`src/rtl/casc_ack_pkg.sv`:
```
package casc_ack_pkg;

    typedef enum logic {
        A_IDLE = 1'b0,
        A_RESP = 1'b1
    } ack_state_e;

    typedef enum logic [1:0] {
        C_IDLE  = 2'd0,
        C_RAISE = 2'd1,
        C_DROP  = 2'd2
    } casc_state_e;

endpackage

```
`src/rtl/casc_trig_regs.sv`:
```
module casc_trig_regs #(
    parameter int          DW     = 8,
    parameter logic [7:0]  M_MASK = 8'hF8,
    parameter logic [7:0]  S_MASK = 8'hDE
) (
    input  logic          clk,
    input  logic          rst_n,
    input  logic          we,
    input  logic          sel,
    input  logic [DW-1:0] wdata,
    output logic [DW-1:0] rdata,
    output logic [DW-1:0] m_tm,
    output logic [DW-1:0] s_tm
);

    localparam logic [DW-1:0] MM = DW'(M_MASK);
    localparam logic [DW-1:0] SM = DW'(S_MASK);

    always_ff @(posedge clk or negedge rst_n) begin
        if (!rst_n) begin
            m_tm <= '0;
            s_tm <= '0;
        end else if (we) begin
            if (sel) s_tm <= wdata & SM;
            else     m_tm <= wdata & MM;
        end
    end

    always_comb rdata = sel ? s_tm : m_tm;

    p_hold_r1: assert property (@(posedge clk) disable iff (!rst_n)
        !we |=> ($stable(m_tm) && $stable(s_tm)));

    p_other_kept_r1: assert property (@(posedge clk) disable iff (!rst_n)
        (we && !sel) |=> $stable(s_tm));

endmodule

```
`src/rtl/casc_req_fsm.sv`:
```
module casc_req_fsm #(
    parameter int LW = 3
) (
    input  logic          clk,
    input  logic          rst_n,
    input  logic          s_vld,
    input  logic [LW-1:0] s_line,
    input  logic          s_acked,
    output logic          casc_req
);
    import casc_ack_pkg::*;

    casc_state_e   state, state_n;
    logic          vld_q;
    logic [LW-1:0] line_q;
    logic          pend, pend_n;
    logic          trig;

    always_comb trig = s_vld && (!vld_q || (s_line != line_q) || s_acked);

    always_comb begin
        state_n = state;
        pend_n  = pend;
        unique case (state)
            C_IDLE:  if (trig) state_n = C_RAISE;
            C_RAISE: begin
                state_n = C_DROP;
                if (trig) pend_n = 1'b1;
            end
            C_DROP: begin
                state_n = (pend || trig) ? C_RAISE : C_IDLE;
                pend_n  = 1'b0;
            end
            default: state_n = C_IDLE;
        endcase
    end

    always_ff @(posedge clk or negedge rst_n) begin
        if (!rst_n) begin
            state  <= C_IDLE;
            pend   <= 1'b0;
            vld_q  <= 1'b0;
            line_q <= '0;
        end else begin
            state  <= state_n;
            pend   <= pend_n;
            vld_q  <= s_vld;
            line_q <= s_line;
        end
    end

    always_comb casc_req = (state == C_RAISE);

    p_casc_drops_r3: assert property (@(posedge clk) disable iff (!rst_n)
        casc_req |=> !casc_req);

    p_casc_on_new_r3: assert property (@(posedge clk) disable iff (!rst_n)
        ($rose(s_vld) && !casc_req) |=> casc_req);

endmodule

```
`src/rtl/casc_ack_engine.sv`:
```
module casc_ack_engine #(
    parameter int LW        = 3,
    parameter int VW        = 8,
    parameter int CASC_LINE = 2
) (
    input  logic             clk,
    input  logic             rst_n,
    input  logic             ack_req,
    input  logic             m_vld,
    input  logic [LW-1:0]    m_line,
    input  logic             s_vld,
    input  logic [LW-1:0]    s_line,
    input  logic [VW-LW-1:0] m_base,
    input  logic [VW-LW-1:0] s_base,
    input  logic             m_aeoi,
    input  logic             m_rot,
    input  logic             s_aeoi,
    input  logic             s_rot,
    input  logic [(1<<LW)-1:0] m_tm,
    input  logic [(1<<LW)-1:0] s_tm,
    output logic             done,
    output logic [VW-1:0]    vec,
    output logic             m_stb,
    output logic [LW-1:0]    m_aline,
    output logic             m_isr,
    output logic             m_irr,
    output logic             m_rupd,
    output logic [LW-1:0]    m_rbase,
    output logic             s_stb,
    output logic [LW-1:0]    s_aline,
    output logic             s_isr,
    output logic             s_irr,
    output logic             s_rupd,
    output logic [LW-1:0]    s_rbase
);
    import casc_ack_pkg::*;

    localparam logic [LW-1:0] CL    = LW'(CASC_LINE);
    localparam logic [LW-1:0] SPUR  = '1;

    ack_state_e    state, state_n;
    logic          accept;
    logic          d_m, d_s;
    logic [VW-1:0] d_vec;

    always_comb accept = (state == A_IDLE) && ack_req;

    always_comb begin
        unique case (state)
            A_IDLE:  state_n = ack_req ? A_RESP : A_IDLE;
            A_RESP:  state_n = A_IDLE;
            default: state_n = A_IDLE;
        endcase
    end

    always_ff @(posedge clk or negedge rst_n) begin
        if (!rst_n) state <= A_IDLE;
        else        state <= state_n;
    end

    // winner selection and vector formation
    always_comb begin
        d_m   = 1'b0;
        d_s   = 1'b0;
        d_vec = {m_base, SPUR};
        if (m_vld) begin
            d_m = 1'b1;
            if (m_line == CL) begin
                if (s_vld) begin
                    d_s   = 1'b1;
                    d_vec = {s_base, s_line};
                end else begin
                    d_vec = {s_base, SPUR};
                end
            end else begin
                d_vec = {m_base, m_line};
            end
        end
    end

    always_ff @(posedge clk or negedge rst_n) begin
        if (!rst_n) begin
            done    <= 1'b0;
            vec     <= '0;
            m_stb   <= 1'b0; m_aline <= '0; m_isr <= 1'b0;
            m_irr   <= 1'b0; m_rupd  <= 1'b0; m_rbase <= '0;
            s_stb   <= 1'b0; s_aline <= '0; s_isr <= 1'b0;
            s_irr   <= 1'b0; s_rupd  <= 1'b0; s_rbase <= '0;
        end else begin
            done   <= accept;
            m_stb  <= accept && d_m;
            m_isr  <= accept && d_m && !m_aeoi;
            m_irr  <= accept && d_m && !m_tm[m_line];
            m_rupd <= accept && d_m && m_aeoi && m_rot;
            s_stb  <= accept && d_s;
            s_isr  <= accept && d_s && !s_aeoi;
            s_irr  <= accept && d_s && !s_tm[s_line];
            s_rupd <= accept && d_s && s_aeoi && s_rot;
            if (accept) begin
                vec     <= d_vec;
                m_aline <= m_line;
                m_rbase <= m_line + 1'b1;
                s_aline <= s_line;
                s_rbase <= s_line + 1'b1;
            end
        end
    end

    p_done_follows_r10: assert property (@(posedge clk) disable iff (!rst_n)
        (state == A_IDLE && ack_req) |=> done);

    p_done_single_r10: assert property (@(posedge clk) disable iff (!rst_n)
        done |=> !done);

    p_cmd_with_done_r4: assert property (@(posedge clk) disable iff (!rst_n)
        m_stb |-> done);

    p_slave_via_cascade_r5: assert property (@(posedge clk) disable iff (!rst_n)
        s_stb |-> (m_stb && m_aline == CL));

    p_spurious_quiet_r7: assert property (@(posedge clk) disable iff (!rst_n)
        (done && !m_stb) |-> (!s_stb && !m_isr && vec[LW-1:0] == SPUR));

endmodule

```
`src/rtl/casc_ack_unit.sv`:
```
module casc_ack_unit #(
    parameter int          LINES     = 8,
    parameter int          VEC_W     = 8,
    parameter int          CASC_LINE = 2,
    parameter logic [7:0]  M_TM_MASK = 8'hF8,
    parameter logic [7:0]  S_TM_MASK = 8'hDE
) (
    input  logic        clk,
    input  logic        rst_n,
    input  logic        ack_req,
    input  logic        m_win_vld,
    input  logic [2:0]  m_win_line,
    input  logic        s_win_vld,
    input  logic [2:0]  s_win_line,
    input  logic [4:0]  m_vec_base,
    input  logic [4:0]  s_vec_base,
    input  logic        m_auto_eoi,
    input  logic        m_rot_aeoi,
    input  logic        s_auto_eoi,
    input  logic        s_rot_aeoi,
    input  logic        tm_we,
    input  logic        tm_sel,
    input  logic [7:0]  tm_wdata,
    output logic [7:0]  tm_rdata,
    output logic [7:0]  m_trig_mode,
    output logic [7:0]  s_trig_mode,
    output logic        casc_req,
    output logic        ack_done,
    output logic [7:0]  ack_vec,
    output logic        m_ack_stb,
    output logic [2:0]  m_ack_line,
    output logic        m_isr_set,
    output logic        m_irr_clr,
    output logic        m_rot_upd,
    output logic [2:0]  m_rot_base,
    output logic        s_ack_stb,
    output logic [2:0]  s_ack_line,
    output logic        s_isr_set,
    output logic        s_irr_clr,
    output logic        s_rot_upd,
    output logic [2:0]  s_rot_base
);

    localparam int LW = $clog2(LINES);

    casc_trig_regs #(
        .DW(LINES), .M_MASK(M_TM_MASK), .S_MASK(S_TM_MASK)
    ) u_regs (
        .clk(clk), .rst_n(rst_n), .we(tm_we), .sel(tm_sel),
        .wdata(tm_wdata), .rdata(tm_rdata),
        .m_tm(m_trig_mode), .s_tm(s_trig_mode)
    );

    casc_req_fsm #(.LW(LW)) u_casc (
        .clk(clk), .rst_n(rst_n), .s_vld(s_win_vld), .s_line(s_win_line),
        .s_acked(s_ack_stb), .casc_req(casc_req)
    );

    casc_ack_engine #(.LW(LW), .VW(VEC_W), .CASC_LINE(CASC_LINE)) u_ack (
        .clk(clk), .rst_n(rst_n), .ack_req(ack_req),
        .m_vld(m_win_vld), .m_line(m_win_line),
        .s_vld(s_win_vld), .s_line(s_win_line),
        .m_base(m_vec_base), .s_base(s_vec_base),
        .m_aeoi(m_auto_eoi), .m_rot(m_rot_aeoi),
        .s_aeoi(s_auto_eoi), .s_rot(s_rot_aeoi),
        .m_tm(m_trig_mode), .s_tm(s_trig_mode),
        .done(ack_done), .vec(ack_vec),
        .m_stb(m_ack_stb), .m_aline(m_ack_line), .m_isr(m_isr_set),
        .m_irr(m_irr_clr), .m_rupd(m_rot_upd), .m_rbase(m_rot_base),
        .s_stb(s_ack_stb), .s_aline(s_ack_line), .s_isr(s_isr_set),
        .s_irr(s_irr_clr), .s_rupd(s_rot_upd), .s_rbase(s_rot_base)
    );

endmodule

```
`config.mk`:
```
export PLATFORM = sky130hd
export DESIGN_NAME = casc_ack_unit
export DESIGN_NICKNAME = d
export VERILOG_FILES = /design/src/rtl/casc_ack_pkg.sv /design/src/rtl/casc_trig_regs.sv /design/src/rtl/casc_req_fsm.sv /design/src/rtl/casc_ack_engine.sv /design/src/rtl/casc_ack_unit.sv
export SDC_FILE = /design/constraint.sdc
export NUM_CORES = 1
export LEC_CHECK = 0
export ABC_CLOCK_PERIOD_IN_PS = 1350
export BUFFER_PORTS_ARGS = -buffer_cell sky130_fd_sc_hd__buf_2
export CAP_MARGIN = 20
export CORE_MARGIN = 1.5
export CORE_UTILIZATION = 35
export CTS_CLUSTER_SIZE = 20
export DETAILED_ROUTE_END_ITERATION = 6
export PLACE_DENSITY_LB_ADDON = 0.12
export SKIP_LAST_GASP = 1
export SYNTH_ARGS = -nofsm -noshare
export SYNTH_HDL_FRONTEND = slang
export SYNTH_SLANG_ARGS = --single-unit
export TNS_END_PERCENT = 10
```
`constraint.sdc`:
```
create_clock -name clk -period 1.35 [get_ports clk]
set_input_delay 0.135 -clock clk [delete_from_list [all_inputs] [get_ports clk]]
set_output_delay 0.135 -clock clk [all_outputs]
set_load 0.02 [all_outputs]
```
After elaboration in Yosys (flattened, before gate mapping)
Cells that the tools add are included.

Bitwise gates (word level): 2. Eq/ne operators: 6. Multiplexer cells: 19. Shift operators: 0. Div/mod/pow operators: 0. Add/sub/neg operators: 2. $mul: 0. Magnitude comparators: 2. Reductions and logical operators: 25.

Operators with widths (count): 8-bit two-way mux (3); 1-bit logical AND (12); 1-bit two-way mux (9); 3-bit by 4-bit less-than comparator with 1-bit output, second input constant (2); 3-bit by 1-bit adder with 3-bit output, second input constant (2); 1-bit binary-select mux with 3-bit select (2); 2-bit one-hot mux with 3 select lines (1); 2-bit AND reduction (3); 1-bit logical NOT (5); 2-bit by 1-bit inequality test with 1-bit output, second input constant (2); 1-bit one-hot mux with 2 select lines (2); 3-bit by 2-bit equality test with 1-bit output, second input constant (1); 1-bit logical OR (3); 3-bit two-way mux (1); 3-bit inequality test (1); 2-bit by 1-bit equality test with 1-bit output, second input constant (1); 2-bit equality test, second input constant (1); 2-bit logical NOT (1); 2-bit two-way mux (1); 1-bit NOT (2); 2-bit nonzero test (1).

Input port bits: 35. Bits in read-only memories: 0. Memories: 0. Word-level logic and storage cells: 77. Flip-flop bits (word level): 48. Output and inout port bits: 54. Bits in writable memories: 0. Latch bits: 0.

Longest topological paths before layout
Depth in word-level cells: 7. Depth in mapped cells: 6. Mapped depth without buffers: 6.

Cells and area by module
Synthesis repeated with hierarchy kept, for this count alone.

Cell total of the unflattened synthesis: 177. Area, all modules: 2138.3 um2.

By module, submodules not included: casc_ack_engine (instances 1, area each 1295.0 um2, cells an instance 118, seq. area each 725.7 um2); casc_trig_regs (instances 1, area each 585.6 um2, cells an instance 39, seq. area each 275.3 um2); casc_req_fsm (instances 1, area each 257.7 um2, cells an instance 20, seq. area each 175.2 um2).

Worst setup path before layout
No wires, ideal clock.

Kind: register to register. Start: register u_ack.done (netlist name). End: register u_ack.s_rupd. Data required time: 1.284 ns. Library setup time: 0.066 ns. Stages on the path, launching flop included: 5. Data arrival time: 1.199 ns. Slack: 0.085 ns. Path buffers: 0. Clock period less this slack: 1.265 ns. Path through: dfrtp_1 -> nand2b_1 -> or3_4 -> inv_2 -> and3_1.

RTL lines: to (signal assigned) (RTL line casc_ack_engine.sv:98) `s_rupd <= accept && d_s && s_aeoi && s_rot;`; to (decl) (RTL line casc_ack_engine.sv:33) `output logic s_rupd,`.

Worst setup path after layout
Start: register u_regs.m_tm[4]. End: output tm_rdata[4].

Cells in the longest elaborated chain, start to end: 1.

Ends and longest elaborated chain: from (decl) (RTL line casc_trig_regs.sv:12) `output logic [DW-1:0] m_tm,`; from (signal assigned) (RTL line casc_trig_regs.sv:25) `else m_tm <= wdata & MM;`; 8-bit two-way mux (RTL line casc_trig_regs.sv:29) `always_comb rdata = sel ? s_tm : m_tm;`; to (decl) (RTL line casc_ack_unit.sv:24) `output logic [7:0] tm_rdata,`.

No other way between the ends.

==> impl_metrics.json <==
{
  "async_flop_share_pct": 100,
  "ios": 89,
  "clock_path_buffers": 2,
  "critPathMaxFanout": 4,
  "antennaDiodeCount": 0,
  "synth-seq-cells": 47,
  "clk_latency_ns": 0.31,
  "num_vias": 1568,
  "rows": 27,
  "skew_ns": 0.00583,
  "dp_hpwl_um": 3410,
  "grt_overflow": 0,
  "cp_data_arrival_time_ns": 1.17,
  "coreArea_sq_um": 5570,
  "period_share_pct": 96.4,
  "synth_cell_types": 32,
  "grt_pass1_vias": 1521,
  "r2r-start": "u_casc.line_q[1]$_DFF_PN0_",
  "final_max_slew_viol_count": 0,
  "portBuffers": 81,
  "crit_path_max_incr_delay_ns": 0.44,
  "cp_top_family": "flip-flops",
  "path_class": "reg2out",
  "cp_cell_sequence": "mux2_4, buf_6",
  "antenna_found_initial": 0,
  "drt_iter0_drc": 64,
  "fp.dieW_um": 79.5,
  "cts_tree": "done",
  "syn_inst": 177,
  "synth_seq_area_share_pct": 57.4,
  "root_buffer": "clkbuf_8",
  "peakVddDrop_v": 0.000600,
  "setup_violations": 0,
  "hold_violations": 0,
  "drt_wl_total_um": 4560,
  "min_path_type": "in2reg",
  "yosysWarnings": 0,
  "die_area_sq_um": 6320,
  "powerDensity_nw_per_um2": 1320,
  "avgRoutedWirePerCell_um": 13.2,
  "first_pass_iters": 3,
  "start_util_pct": 36.8,
  "cp-end-kind": "output pin",
  "crit_start": "u_regs.m_tm[4]$_DFFE_PN0P_",
  "cp-start-kind": "register",
  "final_common_cell": "buf_2",
  "min_period_ns": 1.30,
  "status": "finished, final reports clean",
  "grt_pass1_wl_um": 7430,
  "drive_gt1_share_pct": 44.7,
  "die_h_um": 79.5,
  "grt_max_degree": 38,
  "synth_area_per_cell_sq_um": 11.6,
  "via_per_inst": 4.54,
  "cts_made_buffers": 5,
  "gp_congestion": 0.684,
  "clk_pin_slew_worst_paths_ns": 0.09,
  "ys.flop_type": "dfrtp_1",
  "finalNonFillerCells": 345,
  "cp.required_ns": 1.22,
  "synth_edf_count": 0,
  "postPlaceCellArea_sq_um": 2570,
  "p_leak_uw": 0.00148,
  "syn_area_sq_um": 2050,
  "drcViolationCount": 0,
  "numClockSinks": 47,
  "postRouteAntennaNets": 0,
  "slowest_stage": "dfrtp_1",
  "final_net_count": 310,
  "cts_htree_levels": 2,
  "rsz0062_at_grt": "false",
  "max_freq_ghz": 0.768,
  "area_growth_pct": 34.1,
  "most-common-layout-cells": "buf_2 (80), dfrtp_1 (47), nand2_1 (31)",
  "dp_cells": 332,
  "crit_buf_inv": 1,
  "fillCellCount": 550,
  "grt_use_total_pct": 15.5,
  "final_area_sq_um": 2750,
  "maxCapViolations": 0,
  "hp-start": "s_win_line[1]"
}
## metrics by stage
step	hold WS [ns]	util [%]	TNS (ns)	power, uW	setup WS (ns)
6_report	0.0368	49.3	0	3630	0.0486
5_1_grt	0.0339	49.3	0	3830	0.00419
4_1_cts	0.00116	48.8	0	3660	0.0111
3_5_place_dp	0.0247	46.2	-0.0157	2580	-0.00577
3_3_place_gp	0.0256	46.2	0	2570	0.00488
2_1_floorplan	-0.161	-	0	2230	0.0848
## power by group
group / switching [uW] / internal (uW) / leakage, uW
sequential: 109 / 1580 / 0.000574
combinational: 517 / 356 / 0.000846
clock: 503 / 562 / 0.0000587
## worst register-to-register path: cells and delay by family, from the launching register on
kind,cells,cell delay [ns]
flip-flops,1,0.38
XOR/XNOR,1,0.15
AO/OA/AOI/OAI,2,0.57
## path summary, 6_finish.rpt
path,end,slack [ns],depth (start not counted)
min in group asynchronous,u_ack.vec[5]$_DFFE_PN0P_,0.23,2
max in group asynchronous,u_ack.vec[1]$_DFFE_PN0P_,0.65,3
hold / removal,u_casc.line_q[1]$_DFF_PN0_,0.04,1
setup / recovery,tm_rdata[4],0.05,2
hold reg to reg,u_casc.state[0]$_DFFE_PN0P_,0.45,1
setup reg to reg,u_casc.pend$_DFFE_PN0P_,0.12,3
## cell type report
cell class,count,area [sq um],area share (%)
Inverter,8,30.0,1.09
Timing Repair Buffer,96,547,19.9
Tap cell,72,90.1,3.28
Clock inverter,3,47.5,1.73
Sequential cell,47,1180,42.8
Multi-Input combinational cell,114,790,28.7
Clock buffer,5,68.8,2.50
## layer usage
metal	global-route usage (%)	vias to the layer above	wire length (um)
li1	-	768	-
met2	24.3	59	2040
met4	4.74	0	53
met5	0	-	0
met1	20.7	736	2120
met3	4.69	5	342
## state kept, by name, indices dropped and copies added (netlist names)
name,flops
u_casc.vld_q,1
u_regs.m_tm,5
u_ack.m_stb,1
u_ack.s_aline,3
u_ack.m_irr,1
u_ack.s_stb,1
u_ack.s_irr,1
u_ack.m_rbase,3
u_casc.state,2
u_ack.m_rupd,1
u_ack.s_isr,1
u_ack.done,1
u_ack.s_rupd,1
u_casc.line_q,3
u_casc.pend,1
u_ack.s_rbase,3
u_ack.vec,8
u_ack.m_aline,3
u_regs.s_tm,6
u_ack.m_isr,1
## kinds of logic after synthesis
kind of cell,Yosys count,synth area share (%)
compound gates,25,6.84
mux,22,12.9
xor+xnor,5,2.14
flops,47,57.4
other cells,1,0.183
simple gates,53,13.6
fa+ha+maj,3,1.83
buf+inv,21,5.19
## synthesized netlist by cell type (2+ instances only)
| library cell | count | area, sq um |
|---|---|---|
| and2_1 | 3 | 18.8 |
| mux2i_1 | 5 | 50.1 |
| and3_1 | 2 | 12.5 |
| mux4_2 | 2 | 45.0 |
| nand3b_1 | 2 | 15.0 |
| mux2_2 | 15 | 169 |
| buf_4 | 6 | 45.0 |
| xor2_1 | 3 | 26.3 |
| nor2_1 | 4 | 15.0 |
| inv_1 | 7 | 26.3 |
| nand2b_1 | 2 | 12.5 |
| clkbuf_1 | 3 | 11.3 |
| dfrtp_1 | 47 | 1180 |
| xnor2_1 | 2 | 17.5 |
| o21ai_0 | 17 | 85.1 |
| buf_2 | 4 | 20.0 |
| a21oi_1 | 4 | 20.0 |
| nor2b_1 | 3 | 18.8 |
| ha_1 | 3 | 37.5 |
| nand2_1 | 31 | 116 |
## repair_timing
item,CTS,global route
setup endpoints to repair,0,1
resized for setup,0,3
endpoints found under the hold margin,12,1
hold buffers,3,1
buffers inserted,0,1
Power figures use the tool's default switching activity.
